--- src/rtl/rxr_pkg.sv ---
package rxr_pkg;

  typedef enum logic [2:0] {
    ST_IDLE, ST_RD, ST_CHK, ST_RECV, ST_DROP, ST_WLH, ST_WLL, ST_WST
  } rx_state_t;

  localparam logic [7:0] STAT_OWNED = 8'h80;
  localparam logic [7:0] STAT_DONE  = 8'h03;
  localparam logic [7:0] STAT_OVF   = 8'h10;
  localparam int DESC_BYTES = 8;
  localparam int OFF_STAT   = 2;
  localparam int OFF_LEN_HI = 6;
  localparam int OFF_LEN_LO = 7;

  // byte address of one field of descriptor idx
  function automatic logic [31:0] desc_byte(logic [31:0] base, logic [31:0] idx,
                                            logic [31:0] off);
    return base + idx * DESC_BYTES + off;
  endfunction

  // byte address of byte n of buffer slot idx; buffers follow the ring
  function automatic logic [31:0] buf_byte(logic [31:0] base, logic [31:0] ring,
                                           logic [31:0] slot_bytes, logic [31:0] idx,
                                           logic [31:0] n);
    return base + ring * DESC_BYTES + idx * slot_bytes + n;
  endfunction

  // stored length: count capped at the slot size
  function automatic logic [31:0] cap_len(logic [31:0] cnt, logic [31:0] slot_bytes);
    return (cnt > slot_bytes) ? slot_bytes : cnt;
  endfunction

  function automatic logic [7:0] done_stat(logic ovf);
    return ovf ? (STAT_DONE | STAT_OVF) : STAT_DONE;
  endfunction

endpackage

--- src/rtl/rxr_ring_idx.sv ---
module rxr_ring_idx #(
  parameter int RING = 16,
  localparam int IDX_W = $clog2(RING)
) (
  input  logic             clk,
  input  logic             rst_n,
  input  logic             scan_clr,
  input  logic             scan_step,
  input  logic             advance,
  output logic [IDX_W-1:0] rx_ptr,
  output logic [IDX_W-1:0] scan_idx,
  output logic             scan_last
);

  logic [IDX_W:0] off_q;

  always_ff @(posedge clk or negedge rst_n) begin
    if (!rst_n) begin
      rx_ptr <= '0;
      off_q  <= '0;
    end else begin
      if (advance) rx_ptr <= IDX_W'((32'(rx_ptr) + 32'd1) % RING);
      if (scan_clr) off_q <= '0;
      else if (scan_step) off_q <= off_q + 1'b1;
    end
  end

  assign scan_idx  = IDX_W'((32'(rx_ptr) + 32'(off_q)) % RING);
  assign scan_last = (32'(off_q) == RING - 1);

  assert_ptr_step_R8: assert property (@(posedge clk) disable iff (!rst_n)
    advance |=> (32'(rx_ptr) == (32'($past(rx_ptr)) + 32'd1) % RING));

  assert_scan_bound_R4: assert property (@(posedge clk) disable iff (!rst_n)
    scan_step |-> !scan_last);

endmodule

--- src/rtl/rxr_fill.sv ---
module rxr_fill #(
  parameter int CNT_W      = 16,
  parameter int SLOT_BYTES = 1544
) (
  input  logic             clk,
  input  logic             rst_n,
  input  logic             clr,
  input  logic             take,
  output logic [CNT_W-1:0] count,
  output logic             room,
  output logic             ovf,
  output logic [15:0]      len
);

  import rxr_pkg::*;

  always_ff @(posedge clk or negedge rst_n) begin
    if (!rst_n) begin
      count <= '0;
      ovf   <= 1'b0;
    end else if (clr) begin
      count <= '0;
      ovf   <= 1'b0;
    end else if (take) begin
      if (!room) ovf <= 1'b1;
      if (count != '1) count <= count + 1'b1;
    end
  end

  assign room = (32'(count) < SLOT_BYTES);
  assign len  = 16'(cap_len(32'(count), SLOT_BYTES));

  assert_ovf_trunc_R7: assert property (@(posedge clk) disable iff (!rst_n)
    (take && !room && !clr) |=> ovf);

endmodule

--- src/rtl/rxr_flags.sv ---
module rxr_flags (
  input  logic clk,
  input  logic rst_n,
  input  logic run,
  input  logic done,
  input  logic miss,
  output logic rx_int,
  output logic int_any
);

  logic miss_seen;

  always_ff @(posedge clk or negedge rst_n) begin
    if (!rst_n) begin
      rx_int    <= 1'b0;
      miss_seen <= 1'b0;
    end else if (!run) begin
      rx_int    <= 1'b0;
      miss_seen <= 1'b0;
    end else begin
      if (done) rx_int <= 1'b1;
      if (miss) miss_seen <= 1'b1;
    end
  end

  assign int_any = rx_int | miss_seen;

  assert_flags_clear_R2: assert property (@(posedge clk) disable iff (!rst_n)
    !run |=> (!rx_int && !int_any));

  assert_flag_sticky_R9: assert property (@(posedge clk) disable iff (!rst_n)
    (rx_int && run) |=> rx_int);

endmodule

--- src/rtl/rxr_engine.sv ---
module rxr_engine #(
  parameter int RING       = 16,
  parameter int SLOT_BYTES = 1544,
  parameter int ADDR_W     = 16,
  parameter int CNT_W      = 16,
  localparam int IDX_W     = $clog2(RING)
) (
  input  logic              clk,
  input  logic              rst_n,
  input  logic              run,
  input  logic [ADDR_W-1:0] ring_base,
  input  logic              in_valid,
  input  logic [7:0]        in_data,
  input  logic              in_first,
  input  logic              in_last,
  output logic              in_ready,
  output logic              mem_req,
  output logic              mem_we,
  output logic [ADDR_W-1:0] mem_addr,
  output logic [7:0]        mem_wdata,
  input  logic [7:0]        mem_rdata,
  output logic [IDX_W-1:0]  rx_ptr,
  output logic              rx_int,
  output logic              int_any,
  output logic              miss_pulse
);

  import rxr_pkg::*;

  rx_state_t        st_q, st_d;
  logic [IDX_W-1:0] slot_q;
  logic [IDX_W-1:0] scan_idx;
  logic             scan_last;
  logic             take;
  logic             found_evt, miss_evt, done_evt;
  logic             scan_clr, scan_step;
  logic             fill_clr, fill_room, fill_ovf;
  logic [CNT_W-1:0] fill_count;
  logic [15:0]      fill_len;
  logic             req_raw;

  rxr_ring_idx #(.RING(RING)) u_idx (
    .clk(clk), .rst_n(rst_n), .scan_clr(scan_clr), .scan_step(scan_step),
    .advance(done_evt), .rx_ptr(rx_ptr), .scan_idx(scan_idx), .scan_last(scan_last)
  );

  rxr_fill #(.CNT_W(CNT_W), .SLOT_BYTES(SLOT_BYTES)) u_fill (
    .clk(clk), .rst_n(rst_n), .clr(fill_clr), .take(take && st_q == ST_RECV),
    .count(fill_count), .room(fill_room), .ovf(fill_ovf), .len(fill_len)
  );

  rxr_flags u_flags (
    .clk(clk), .rst_n(rst_n), .run(run), .done(done_evt), .miss(miss_evt),
    .rx_int(rx_int), .int_any(int_any)
  );

  // handshake: a first byte in idle waits for the scan
  always_comb begin
    case (st_q)
      ST_IDLE:          in_ready = run && !in_first;
      ST_RECV, ST_DROP: in_ready = run;
      default:          in_ready = 1'b0;
    endcase
  end
  assign take = in_valid && in_ready;

  // named internal events
  assign found_evt = run && (st_q == ST_CHK) && (mem_rdata == STAT_OWNED);
  assign miss_evt  = run && (st_q == ST_CHK) && (mem_rdata != STAT_OWNED) && scan_last;
  assign done_evt  = run && (st_q == ST_WST);
  assign scan_clr  = (st_q == ST_IDLE);
  assign scan_step = run && (st_q == ST_CHK) && !found_evt && !scan_last;
  assign fill_clr  = found_evt;

  always_comb begin
    st_d = st_q;
    if (!run) st_d = ST_IDLE;
    else begin
      case (st_q)
        ST_IDLE: if (in_valid && in_first) st_d = ST_RD;
        ST_RD:   st_d = ST_CHK;
        ST_CHK:  begin
          if (found_evt) st_d = ST_RECV;
          else if (scan_last) st_d = ST_DROP;
          else st_d = ST_RD;
        end
        ST_RECV: if (take && in_last) st_d = ST_WLH;
        ST_DROP: if (take && in_last) st_d = ST_IDLE;
        ST_WLH:  st_d = ST_WLL;
        ST_WLL:  st_d = ST_WST;
        ST_WST:  st_d = ST_IDLE;
        default: st_d = ST_IDLE;
      endcase
    end
  end

  always_ff @(posedge clk or negedge rst_n) begin
    if (!rst_n) begin
      st_q       <= ST_IDLE;
      slot_q     <= '0;
      miss_pulse <= 1'b0;
    end else begin
      st_q       <= st_d;
      miss_pulse <= miss_evt;
      if (found_evt) slot_q <= scan_idx;
    end
  end

  // memory port
  always_comb begin
    req_raw   = 1'b0;
    mem_we    = 1'b0;
    mem_addr  = '0;
    mem_wdata = '0;
    case (st_q)
      ST_RD: begin
        req_raw  = 1'b1;
        mem_addr = ADDR_W'(desc_byte(32'(ring_base), 32'(scan_idx), OFF_STAT));
      end
      ST_RECV: begin
        req_raw   = take && fill_room;
        mem_we    = 1'b1;
        mem_addr  = ADDR_W'(buf_byte(32'(ring_base), RING, SLOT_BYTES, 32'(slot_q),
                                     32'(fill_count)));
        mem_wdata = in_data;
      end
      ST_WLH: begin
        req_raw   = 1'b1;
        mem_we    = 1'b1;
        mem_addr  = ADDR_W'(desc_byte(32'(ring_base), 32'(slot_q), OFF_LEN_HI));
        mem_wdata = fill_len[15:8];
      end
      ST_WLL: begin
        req_raw   = 1'b1;
        mem_we    = 1'b1;
        mem_addr  = ADDR_W'(desc_byte(32'(ring_base), 32'(slot_q), OFF_LEN_LO));
        mem_wdata = fill_len[7:0];
      end
      ST_WST: begin
        req_raw   = 1'b1;
        mem_we    = 1'b1;
        mem_addr  = ADDR_W'(desc_byte(32'(ring_base), 32'(slot_q), OFF_STAT));
        mem_wdata = done_stat(fill_ovf);
      end
      default: ;
    endcase
  end
  assign mem_req = req_raw && run;

  assert_stop_quiet_R2: assert property (@(posedge clk) disable iff (!rst_n)
    !run |-> (!in_ready && !mem_req));

  assert_wb_busy_R11: assert property (@(posedge clk) disable iff (!rst_n)
    (run && st_q == ST_RECV && take && in_last) |=> !in_ready);

  assert_stat_value_R7: assert property (@(posedge clk) disable iff (!rst_n)
    (mem_req && mem_we && st_q == ST_WST) |->
      (mem_wdata == 8'h03 || mem_wdata == 8'h13));

  assert_buf_bound_R5: assert property (@(posedge clk) disable iff (!rst_n)
    (mem_req && st_q == ST_RECV) |-> (32'(fill_count) < SLOT_BYTES));

  assert_miss_single_R10: assert property (@(posedge clk) disable iff (!rst_n)
    miss_pulse |=> !miss_pulse);

  assert_drop_nowrite_R10: assert property (@(posedge clk) disable iff (!rst_n)
    (st_q == ST_DROP) |-> !mem_req);

endmodule

--- config.mk ---
export PLATFORM = sky130hd
export DESIGN_NAME = rxr_engine
export DESIGN_NICKNAME = d
export VERILOG_FILES = /design/src/rtl/rxr_pkg.sv /design/src/rtl/rxr_ring_idx.sv /design/src/rtl/rxr_fill.sv /design/src/rtl/rxr_flags.sv /design/src/rtl/rxr_engine.sv
export SDC_FILE = /design/constraint.sdc
export NUM_CORES = 1
export LEC_CHECK = 0
export ABC_CLOCK_PERIOD_IN_PS = 4400
export BUFFER_PORTS_ARGS = -buffer_cell sky130_fd_sc_hd__buf_2
export CORE_MARGIN = 2
export CORE_UTILIZATION = 60
export DETAILED_ROUTE_END_ITERATION = 10
export PLACE_DENSITY = 0.83
export SYNTH_ARGS = -nofsm -noshare
export SYNTH_HDL_FRONTEND = slang
export SYNTH_SLANG_ARGS = --single-unit
--- constraint.sdc ---
create_clock -name clk -period 4.4 [get_ports clk]
set_clock_uncertainty 0.05 [all_clocks]
set_input_delay 0 -clock clk [delete_from_list [all_inputs] [get_ports clk]]
set_output_delay 0 -clock clk [all_outputs]
set_load 0.05 [all_outputs]
==> metrics.md, run 1 <==
| Metric | Value |
|---|---|
| Outcome | completed |
| Post-Syn Nets | 748 |
| # H-tree levels | 2 |
| Post-synth ARST share | 1.00 |
| Setup crit start kind | flip-flop |
| # setup viols final | 0 |
| CP required | 4.35 ns |
| Number of enable flip-flop cells after synthesis | 0 |
| Leakage | 2.73 nW |
| Yosys warns | 0 |
| Slew @ Worst Pin | 0.869 ns |
| # fillers | 710 |
| Post-synth top area cell | dfrtp_1 |
| Detailed Place HPWL | 11500 um |
| #FFs+latches synth | 36 |
| Reg clk slew, reported paths | 0.08 ns |
| Final instance area | 5640 um2 |
| Bufs on Longest Clock Path | 2 |
| Share of the synthesized area in the top cell type | 0.178 |
| Peak VDD IR | 0.172 mV |
| Top cells by area, synth | dfrtp_1 18%, ha_1 15%, xnor2_1 6.6%, fa_1 5.9%, nand2_1 4.7% |
| Cell area power density | 177 nW/um2 |
| GPL Wtd Cong | 0.986 |
| PortBufs | 71 |
| Inserted Clock Buffers | 5 |
| Hold Crit Class | primary input to flip-flop |
| Post-synth cell types | 64 |
| P&R area growth vs syn | 11.2% |
| DR vias/cell | 6.60 |
| CP max FO | 6 |
| Antenna violations before repair | 0 |
| Detail Route Antenna Nets | 0 |
| Drt pass-1 iters | 6 |
| Pre-CTS WS | 0.567 ns |
| Unrepaired setup endpoints after global routing | no |
| Post-layout util | 0.687 |
| CP Data Arrival Time | 4.07 ns |
| Largest net degree at the start of global routing | 37 |
| Die area | 9210 um2 |
| Fin Setup TNS | 0 ns |
| Gr ovfl total | 0 |
| Initial Utilization | 0.617 |
| Fraction of layout cells with a size suffix above 1 | 0.143 |
| Row count | 33 |
| Ys flop type | dfrtp_1 |
| FMAX | 242 MHz |
| Commonest cells after routing, fill and taps aside | 71 x buf_2, 63 x nand2_1, 59 x ha_1 |
| Core area | 8220 um2 |
| Post-synthesis sequential area ratio | 0.178 |
| Clock tree from TritonCTS | yes |
| Max cap viols | 0 |
| Clock latency on the worst-skew pair | 0.30 ns |
| Ant diodes | 0 |
| Final Hold Vio Count | 0 |
| I/O pin total | 72 |
| Rel. slew slack | 0.421 |
| Nets | 809 |
| Final WS setup | 0.276 ns |
| Number of global-route vias before repair | 5019 |
| Worst setup EP type | output port |
| Residual DRC | 0 |
| Commonest non-fill, non-tap cell in the layout | buf_2 |
| Post-Synthesis Cell Area | 5070 um2 |
| Area after DPL | 5510 um2 |
| Total number of vias | 5297 |
| Clk sink count | 36 |
| Mean post-synth cell area | 7.98 um2 |
| Total power | 996 uW |
| Final Cycle Share | 0.937 |
| Clock root buffer | clkbuf_8 |
| Crit path kind | flip-flop to output port |
| Routed WL | 15000 um |
| First DRT Iteration DRCs | 372 |
| Synthesized instance count | 636 |
| Routed length per instance | 18.6 um |
| Post CTS Setup Buffer Count | 0 |
| GRT Util Overall | 0.336 |
| Slew Limit Fails | 0 |
| Die Wd | 96.0 um |
| DIE HEIGHT | 96.0 um |
| Final min period | 4.12 ns |
| First-pass GRT wire length | 24200 um |
-- routing by layer --
metal	routed length, um	global-route usage
met3	1200	0.0415
met2	7120	0.552
met5	0	0
met4	507	0.145
met1	6140	0.445
-- registers in the layout, summed over array words and instances, names as in the netlist, 3 cells and up --
register	count
slot_q	4
u_fill.count	16
u_idx.off_q	5
u_idx.rx_ptr	4
st_q	3
-- final timing paths --
check	slack (ns)	start	cells after the start	to
max in group asynchronous	3.39	rst_n	2	slot_q[2]$_DFFE_PN0P_
hold / removal	0.002	run	2	u_flags.rx_int$_DFFE_PN0P_
setup / recovery	0.28	slot_q[2]$_DFFE_PN0P_	15	mem_addr[15]
setup reg to reg	1.25	st_q[1]$_DFFE_PN0P_	7	u_fill.count[13]$_DFFE_PN0P_
hold reg to reg	0.43	u_flags.miss_seen$_DFFE_PN0P_	1	u_flags.miss_seen$_DFFE_PN0P_
min in group asynchronous	0.30	rst_n	2	u_flags.rx_int$_DFFE_PN0P_
-- what timing repair did --
action / 4_1_cts / 5_1_grt
hold buffers: 1 / 0
endpoints found under the hold margin: 36 / 0
resized for setup: 0 / 1
setup endpoints to repair: 0 / 1
-- area by class of cell --
| class | instances | area [um2] | area share |
|---|---|---|---|
| Multi-Input combinational cell | 542 | 3950 | 0.700 |
| Inverter | 36 | 135 | 0.0239 |
| Clock inverter | 1 | 30.0 | 0.00532 |
| Tap cell | 105 | 131 | 0.0233 |
| Clock buffer | 7 | 96.3 | 0.0171 |
| Timing Repair Buffer | 76 | 395 | 0.0701 |
| Sequential cell | 36 | 902 | 0.160 |
-- power breakdown --
part / switching [mW] / internal, mW
registers: 0.0104 / 0.335
clock network: 0.127 / 0.200
logic: 0.208 / 0.115
total: 0.346 / 0.650
-- synth_stat cells, types with 4 or more instances --
library cell and count:
nand2_1 63, ha_1 59, nor2_1 52, o21ai_0 42, a21oi_1 40, xnor2_1 38
dfrtp_1 36, inv_1 35, nand3_1 27, clkbuf_1 20, a21o_1 18, xor2_1 18
fa_1 15, nor3_1 13, nand4_1 12, a211oi_1 7, or3_1 7, a22oi_1 6
a31oi_1 6, nand2b_1 6, nor2b_1 6, nor4_1 6, o21a_1 6, o22ai_1 6
o31ai_1 6, a211o_1 5, a21boi_0 5, and2_1 4, and3_1 4, mux2_2 4
o2111ai_1 4, o21bai_1 4
-- through the flow --
stage	hold WS, ns	instances
after detailed placement	0.0947	794
after floorplan	-0.346	636
after global routing	0.00605	803
after CTS	0.00199	803
final	0.00248	803
after global placement	0.0905	794
-- cells by family after synthesis --
logic type / count (synthesis) / share of synthesized area
and+or+nand+nor: 218 / 0.213
AOI/OAI and AO/OA: 187 / 0.250
adders and majority gates: 74 / 0.205
buffers and inverters: 58 / 0.0434
xor gates and xnor gates: 56 / 0.0967
DFF: 36 / 0.178
muxes: 7 / 0.0148
-- critical path, cell delays in order, from the launching register on --
cell and delay (ns):
dfrtp_2 0.42, inv_1 0.08, ha_1 0.28, inv_1 0.04, ha_1 0.31, ha_1 0.32, fa_1 0.43, ha_1 0.30
ha_1 0.38, a21o_1 0.21, a21oi_1 0.17, o21ai_0 0.14, a211o_1 0.31, nand4_1 0.09, nand4_1 0.07, buf_2 0.21
(Power assumes the default switching activity.)
==> run 2, diff against run 1 <==
--- a/config.mk
+++ b/config.mk
@@ -5,12 +5,11 @@
 export SDC_FILE = /design/constraint.sdc
 export NUM_CORES = 1
 export LEC_CHECK = 0
-export ABC_CLOCK_PERIOD_IN_PS = 4400
+export ABC_CLOCK_PERIOD_IN_PS = 4800
 export BUFFER_PORTS_ARGS = -buffer_cell sky130_fd_sc_hd__buf_2
 export CORE_MARGIN = 2
-export CORE_UTILIZATION = 60
+export CORE_UTILIZATION = 42
 export DETAILED_ROUTE_END_ITERATION = 10
-export PLACE_DENSITY = 0.83
 export SYNTH_ARGS = -nofsm -noshare
 export SYNTH_HDL_FRONTEND = slang
 export SYNTH_SLANG_ARGS = --single-unit
==> constraint.sdc (replaced) <==
create_clock -name clk -period 4.8 [get_ports clk]
set_clock_uncertainty 0.05 [all_clocks]
set_input_delay 0 -clock clk [delete_from_list [all_inputs] [get_ports clk]]
set_output_delay 0 -clock clk [all_outputs]
set_load 0.05 [all_outputs]
==> run 2 against run 1 <==
Setup slack better by 0.36 ns. Critical path depth unchanged. Total power down 6.9%. Sequential share of layout area down 0.19 points. Clock-buffer cell count down 1. Worst hold slack better by 0.0040 ns. Core utilization down 21 points. Combinational power down 8.4%.
==> metrics.md, run 2 (same netlist as run 1, synthesis figures left out) <==
| Metric | Value |
|---|---|
| DIE HEIGHT | 114 um (+19%) |
| Setup crit start kind | flip-flop |
| I/O pin total | 72 (unchanged) |
| # hold bufs at CTS | 1 (unchanged) |
| Clock tree from TritonCTS | yes |
| Ant diodes | 0 (unchanged) |
| Layout Cells excl Fill | 844 (+5.1%) |
| Top Registers | u_fill.count x16, u_idx.off_q x5 |
| FMAX | 240 MHz |
| Hold Crit Endpoint | u_flags.rx_int$_DFFE_PN0P_ |
| Antenna violations before repair | 0 (unchanged) |
| Area after DPL | 5560 um2 (+0.95%) |
| Reg clk slew, reported paths | 0.06 ns (-0.02 ns) |
| GPL Wtd Cong | 0.930 (-5.7%) |
| Fraction of layout cells with a size suffix above 1 | 0.139 (-0.00410) |
| # H-tree levels | 2 (unchanged) |
| Rel. slew slack | 0.423 (+0.00234) |
| Most common cell on crit path | ha_1 |
| Clk sink count | 36 (unchanged) |
| Max cap viols | 0 (unchanged) |
| DR vias/cell | 6.03 (-8.5%) |
| R2R setup slack | 1.97 ns (+0.72 ns) |
| Total power | 928 uW (-6.9%) |
| Commonest cells after routing, fill and taps aside | 71 x buf_2, 63 x nand2_1, 59 x ha_1 |
| Slowest CP cell | fa_1 |
| Outcome | completed |
| Int Pwr | 602 uW (-7.4%) |
| Number of global-route vias before repair | 4912 (-2.1%) |
| R2R Path Start | st_q[2]$_DFFE_PN0P_ |
| Post-layout util | 0.479 (-0.208) |
| Slew @ Worst Pin | 0.866 ns (-0.00350 ns) |
| Nets | 809 (unchanged) |
| Placed cells | 836 (+5.3%) |
| Drt pass-1 iters | 5 (-1) |
| Residual DRC | 0 (unchanged) |
| Die Wd | 114 um (+19%) |
| Fin Setup TNS | 0 ns (unchanged) |
| CP peak stage delay | 0.44 ns (about the same) |
| First DRT Iteration DRCs | 393 (+5.6%) |
| Final Hold Vio Count | 0 (unchanged) |
| CP Data Arrival Time | 4.11 ns (+0.04 ns) |
| Sequence of cells on the critical path | inv_1 -> ha_1 -> inv_1 -> ha_1 -> ha_1 -> fa_1 -> ha_1 -> ha_1 -> a21o_1 -> a21oi_1 -> o21ai_0 -> a211o_1 -> nand4_1 -> nand4_1 -> buf_2 |
| Hold Crit Depth | 2 (unchanged) |
| Hold Slack | 0.00645 ns (+0.00397 ns) |
| Final WS setup | 0.639 ns (+0.363 ns) |
| Post-CTS resize count | 0 (unchanged) |
| Worst setup EP type | output port |
| M3 GR Usage | 0.0282 (-0.0133) |
| Hold_sp | run |
| Slew Limit Fails | 0 (unchanged) |
| Sw power | 326 uW (-5.9%) |
| Hold Crit Class | primary input to flip-flop |
| Unrepaired setup endpoints after global routing | no |
| CP max FO | 6 (unchanged) |
| Initial Utilization | 0.426 (-0.192) |
| Cell area power density | 163 nW/um2 (-7.9%) |
| First-pass GRT wire length | 25100 um (+3.7%) |
| R2R depth | 6 (-1) |
| Gr ovfl total | 0 (unchanged) |
| Largest net degree at the start of global routing | 37 (unchanged) |
| Top reg by flops | u_fill.count |
| Final Cycle Share | 0.867 |
| Leakage | 2.73 nW (+0.14%) |
| Bufs on Longest Clock Path | 2 (unchanged) |
| Switching part of the total | 0.351 (+0.00382) |
| Core area | 11900 um2 (+45%) |
| P&R area growth vs syn | 12.4% |
| Post CTS Setup Buffer Count | 0 (unchanged) |
| Met2 Track Usage GR | 0.398 (-0.154) |
| Die area | 13000 um2 (+41%) |
| Worst path bufs/invs | 3 (unchanged) |
| Final instance area | 5700 um2 (+1.0%) |
| Clock root buffer | clkbuf_16 |
| Grt met1 use | 0.332 (-0.113) |
| Peak VDD IR | 0.142 mV (-18%) |
| Global routing's busiest layer | met2 |
| Worst r2r dst | u_fill.count[13]$_DFFE_PN0P_ |
| Detail Route Antenna Nets | 0 (unchanged) |
| Clock latency on the worst-skew pair | 0.28 ns (-0.02 ns) |
| # setup viols final | 0 (unchanged) |
| CP required | 4.75 ns (+0.40 ns) |
| Clock power share | 0.340 (+0.011) |
| Power share of the sequential group | 0.341 (-0.006) |
| Routed WL | 15700 um (+4.8%) |
| Commonest non-fill, non-tap cell in the layout | buf_2 |
| Pre-CTS WS | 0.936 ns (+0.370 ns) |
| Row count | 40 (+21%) |
| GRT Util Overall | 0.245 (-0.0909) |
| PortBufs | 71 (unchanged) |
| Routed length per instance | 18.6 um (-0.25%) |
| Inserted Clock Buffers | 5 (unchanged) |
| Delay-heaviest family, CP | adder cells |
| Total number of vias | 5093 (-3.9%) |
| Detailed Place HPWL | 12300 um (+6.7%) |
| Max FFs per register | 16 (unchanged) |
| Power share of the combinational group | 0.319 (-0.005) |
| Crit path kind | flip-flop to output port |
| Final min period | 4.16 ns |
## run 2: cell types whose count changed in the layout (fill, tap and decap cells not counted), sizes merged
cell and change:
bufinv -1, clkbuf -1, clkinv +1
## run 2: how the worst max path moves through the flow
stage | start | to | slack, ns | cells after the start
final | slot_q[2]$_DFFE_PN0P_ | mem_addr[15] | 0.64 | 15
after global routing | slot_q[2]$_DFFE_PN0P_ | mem_addr[15] | 0.44 | 15
after CTS | slot_q[2]$_DFFE_PN0P_ | mem_addr[15] | 0.63 | 15
after detailed placement | slot_q[2]$_DFFE_PN0P_ | mem_addr[15] | 0.94 | 15
after global placement | slot_q[2]$_DFFE_PN0P_ | mem_addr[15] | 1.06 | 15
after floorplan | slot_q[2]$_DFFE_PN0P_ | mem_addr[15] | 1.01 | 14
## run 2: layout make-up
cell class | count | area, um2
clock inverter | 1 | 5.00
fill | 1203 | 6210
inverter | 36 | 135
timing repair buffer | 76 | 395
tap | 147 | 184
sequential | 36 | 901
multi-input combinational | 542 | 3950
clock buffer | 6 | 129
## run 2: worst register-to-register path, stage by stage (launching register included)
cell and delay (ns):
dfrtp_1 0.63, and3b_1 0.34, nand3_1 0.11, a21oi_1 0.65, o2111ai_1 0.39, or3_1 0.41, a21oi_1 0.16
## run 2: power groups by stage
stage / Clock, mW / Combinational (mW) / Sequential, mW
floorplan: 0 / 0.206 / 0.318
global placement: 0 / 0.288 / 0.322
detailed placement: 0 / 0.294 / 0.322
CTS: 0.322 / 0.296 / 0.316
global route: 0.333 / 0.325 / 0.317
finish: 0.315 / 0.296 / 0.316
## run 2: per-layer routing
layer | vias up | wire [um] | share of wire
met5 | - | 0 | 0
met4 | 0 | 521 | 0.033
met3 | 34 | 1090 | 0.070
met2 | 233 | 7290 | 0.46
met1 | 2376 | 6790 | 0.43
li1 | 2450 | - | -
==> run 3, diff against run 2 <==
--- a/config.mk
+++ b/config.mk
@@ -9,6 +9,7 @@
 export BUFFER_PORTS_ARGS = -buffer_cell sky130_fd_sc_hd__buf_2
 export CORE_MARGIN = 2
 export CORE_UTILIZATION = 42
+export CTS_BUF_LIST = sky130_fd_sc_hd__clkbuf_4
 export DETAILED_ROUTE_END_ITERATION = 10
 export SYNTH_ARGS = -nofsm -noshare
 export SYNTH_HDL_FRONTEND = slang
==> run 3 against run 2 <==
Core utilization shrank 0.45 points. Critical path type unchanged. Worst hold slack better by 0.038 ns. Flip-flop and latch count did not move. Largest cell class unchanged. Total power decreased by 15%. Register-to-register slack got worse by 0.03 ns. Clock-buffer cell count stayed put.
==> metrics.md, run 3 (same netlist as run 1, synthesis figures left out) <==
| Metric | Value |
|---|---|
| Inserted Clock Buffers | 5 (unchanged) |
| Unrepaired setup endpoints after global routing | no |
| # H-tree levels | 2 (unchanged) |
| Detail Route Antenna Nets | 0 (unchanged) |
| CP max FO | 6 (unchanged) |
| Leakage | 2.71 nW (-0.83%) |
| Largest net degree at the start of global routing | 37 (unchanged) |
| Final Hold Vio Count | 0 (unchanged) |
| Total number of vias | 5107 (+0.27%) |
| GRT Util Overall | 0.246 (+0.00124) |
| Cell area power density | 139 nW/um2 (-15%) |
| Commonest cells after routing, fill and taps aside | 71 x buf_2, 63 x nand2_1, 59 x ha_1 |
| Nets | 812 (+0.37%) |
| Outcome | completed |
| First-pass GRT wire length | 25100 um (+0.30%) |
| Most common cell on crit path | ha_1 |
| Post CTS Setup Buffer Count | 0 (unchanged) |
| Bufs on Longest Clock Path | 2 (unchanged) |
| Antenna violations before repair | 0 (unchanged) |
| DR vias/cell | 6.03 (about the same) |
| Row count | 40 (unchanged) |
| Slew @ Worst Pin | 0.875 ns (+0.00953 ns) |
| Clk sink count | 36 (unchanged) |
| Residual DRC | 0 (unchanged) |
| Clock latency on the worst-skew pair | 0.35 ns (+0.07 ns) |
| # fillers | 1210 (+0.58%) |
| CP peak stage delay | 0.46 ns (+0.02 ns) |
| Rel. slew slack | 0.417 (-0.00635) |
| Max cap viols | 0 (unchanged) |
| Fraction of layout cells with a size suffix above 1 | 0.140 (+0.000832) |
| Drt pass-1 iters | 5 (unchanged) |
| FMAX | 234 MHz (-2.4%) |
| Detailed Place HPWL | 12300 um (unchanged) |
| CP Data Arrival Time | 4.22 ns (+0.11 ns) |
| Final Cycle Share | 0.889 (+0.0218) |
| # setup viols final | 0 (unchanged) |
| Commonest non-fill, non-tap cell in the layout | buf_2 |
| Die area | 13000 um2 (unchanged) |
| CP required | 4.75 ns (about the same) |
| Crit path kind | flip-flop to output port |
| Final min period | 4.27 ns (+0.104 ns) |
| I/O pin total | 72 (unchanged) |
| Fin Setup TNS | 0 ns (unchanged) |
| Hold Crit Class | primary input to flip-flop |
| Peak VDD IR | 0.139 mV (-2.5%) |
| Number of global-route vias before repair | 4938 (+0.53%) |
| Core area | 11900 um2 (unchanged) |
| Slowest CP cell | dfrtp_1 |
| P&R area growth vs syn | 11.3% |
| First DRT Iteration DRCs | 380 (-3.3%) |
| Placed cells | 836 (unchanged) |
| Ant diodes | 0 (unchanged) |
| PortBufs | 71 (unchanged) |
| Routed WL | 15700 um (+0.16%) |
| Routed length per instance | 18.6 um (-0.20%) |
| Setup crit start kind | flip-flop |
| Clock tree from TritonCTS | yes |
| Layout Cells excl Fill | 847 (+0.36%) |
| Clock root buffer | clkbuf_4 |
| Worst setup EP type | output port |
| Slew Limit Fails | 0 (unchanged) |
| Delay-heaviest family, CP | adder cells |
| DIE HEIGHT | 114 um (unchanged) |
| Worst path bufs/invs | 3 (unchanged) |
| Die Wd | 114 um (unchanged) |
| Top reg by flops | u_fill.count |
| Max FFs per register | 16 (unchanged) |
| Reg clk slew, reported paths | 0.12 ns (+0.06 ns) |
| Top Registers | u_fill.count x16, u_idx.off_q x5 |
| Initial Utilization | 0.426 (unchanged) |
| Sequence of cells on the critical path | inv_1 -> ha_1 -> inv_1 -> ha_1 -> ha_1 -> fa_1 -> ha_1 -> ha_1 -> a21o_1 -> a21oi_1 -> o21ai_0 -> a211o_1 -> nand4_1 -> nand4_1 -> buf_2 |
| GPL Wtd Cong | 0.930 (unchanged) |
| Gr ovfl total | 0 (unchanged) |
==> run 3: cell count changes in the layout (fill, tap and decap cells not counted), sizes merged <==
cell	delta
dlygate4sd3	+3
==> run 3: metal layers <==
layer  GRT usage  part of all wire
met4       0.105             0.034
met2       0.400              0.46
met1       0.330              0.44
met5           0                 0
met3      0.0313             0.062
==> run 3: area by class of cell <==
cell class                      instances  area [um2]  share of cell area
Tap cell                              147         184              0.0326
Clock inverter                          1        5.00            0.000886
Inverter                               36         135              0.0239
Sequential cell                        36         901               0.160
Clock buffer                            6        45.0             0.00798
Timing Repair Buffer                   79         425              0.0753
Multi-Input combinational cell        542        3950               0.700
==> run 3: final timing paths <==
path | start | end | slack, ns | depth (start not counted)
setup / recovery | slot_q[2]$_DFFE_PN0P_ | mem_addr[15] | 0.53 | 15
hold / removal | in_last | st_q[2]$_DFFE_PN0P_ | 0.04 | 5
setup reg to reg | st_q[2]$_DFFE_PN0P_ | u_fill.count[15]$_DFFE_PN0P_ | 1.94 | 8
hold reg to reg | u_flags.miss_seen$_DFFE_PN0P_ | u_flags.miss_seen$_DFFE_PN0P_ | 0.44 | 1
max in group asynchronous | rst_n | u_idx.off_q[1]$_DFFE_PN0P_ | 3.92 | 2
min in group asynchronous | rst_n | u_fill.count[14]$_DFFE_PN0P_ | 0.24 | 2
==> run 3: per-stage QoR <==
step	hold slack, ns	util	instance area [um2]	worst slack [ns]	power [mW]
final	0.0445	0.474	5650	0.535	0.784
after global routing	0.0619	0.474	5650	0.319	0.832
after CTS	0.0300	0.474	5650	0.524	0.791
after detailed placement	0.115	0.467	5560	0.936	0.616
after global placement	0.103	0.467	5560	1.06	0.610
after floorplan	-0.346	-	5070	1.01	0.524
==> run 3: what timing repair did <==
item,in CTS,in global routing
resized for setup,0,0
hold endpoints to repair,43,0
hold buffers,4,0
==> run 3: power breakdown <==
part           switching (mW)  internal, mW
logic                   0.191         0.107
clock network           0.111        0.0597
registers             0.00843         0.307
==> run 3: worst register-to-register path, cell delays in order, from the launching register on <==
cell and delay (ns):
dfrtp_1 0.79, clkinv_1 0.48, nand3_1 0.26, nor2_1 0.07, buf_4 0.23, o2111ai_1 0.53, nor3_1 0.13, xnor2_1 0.16
nor2_1 0.05
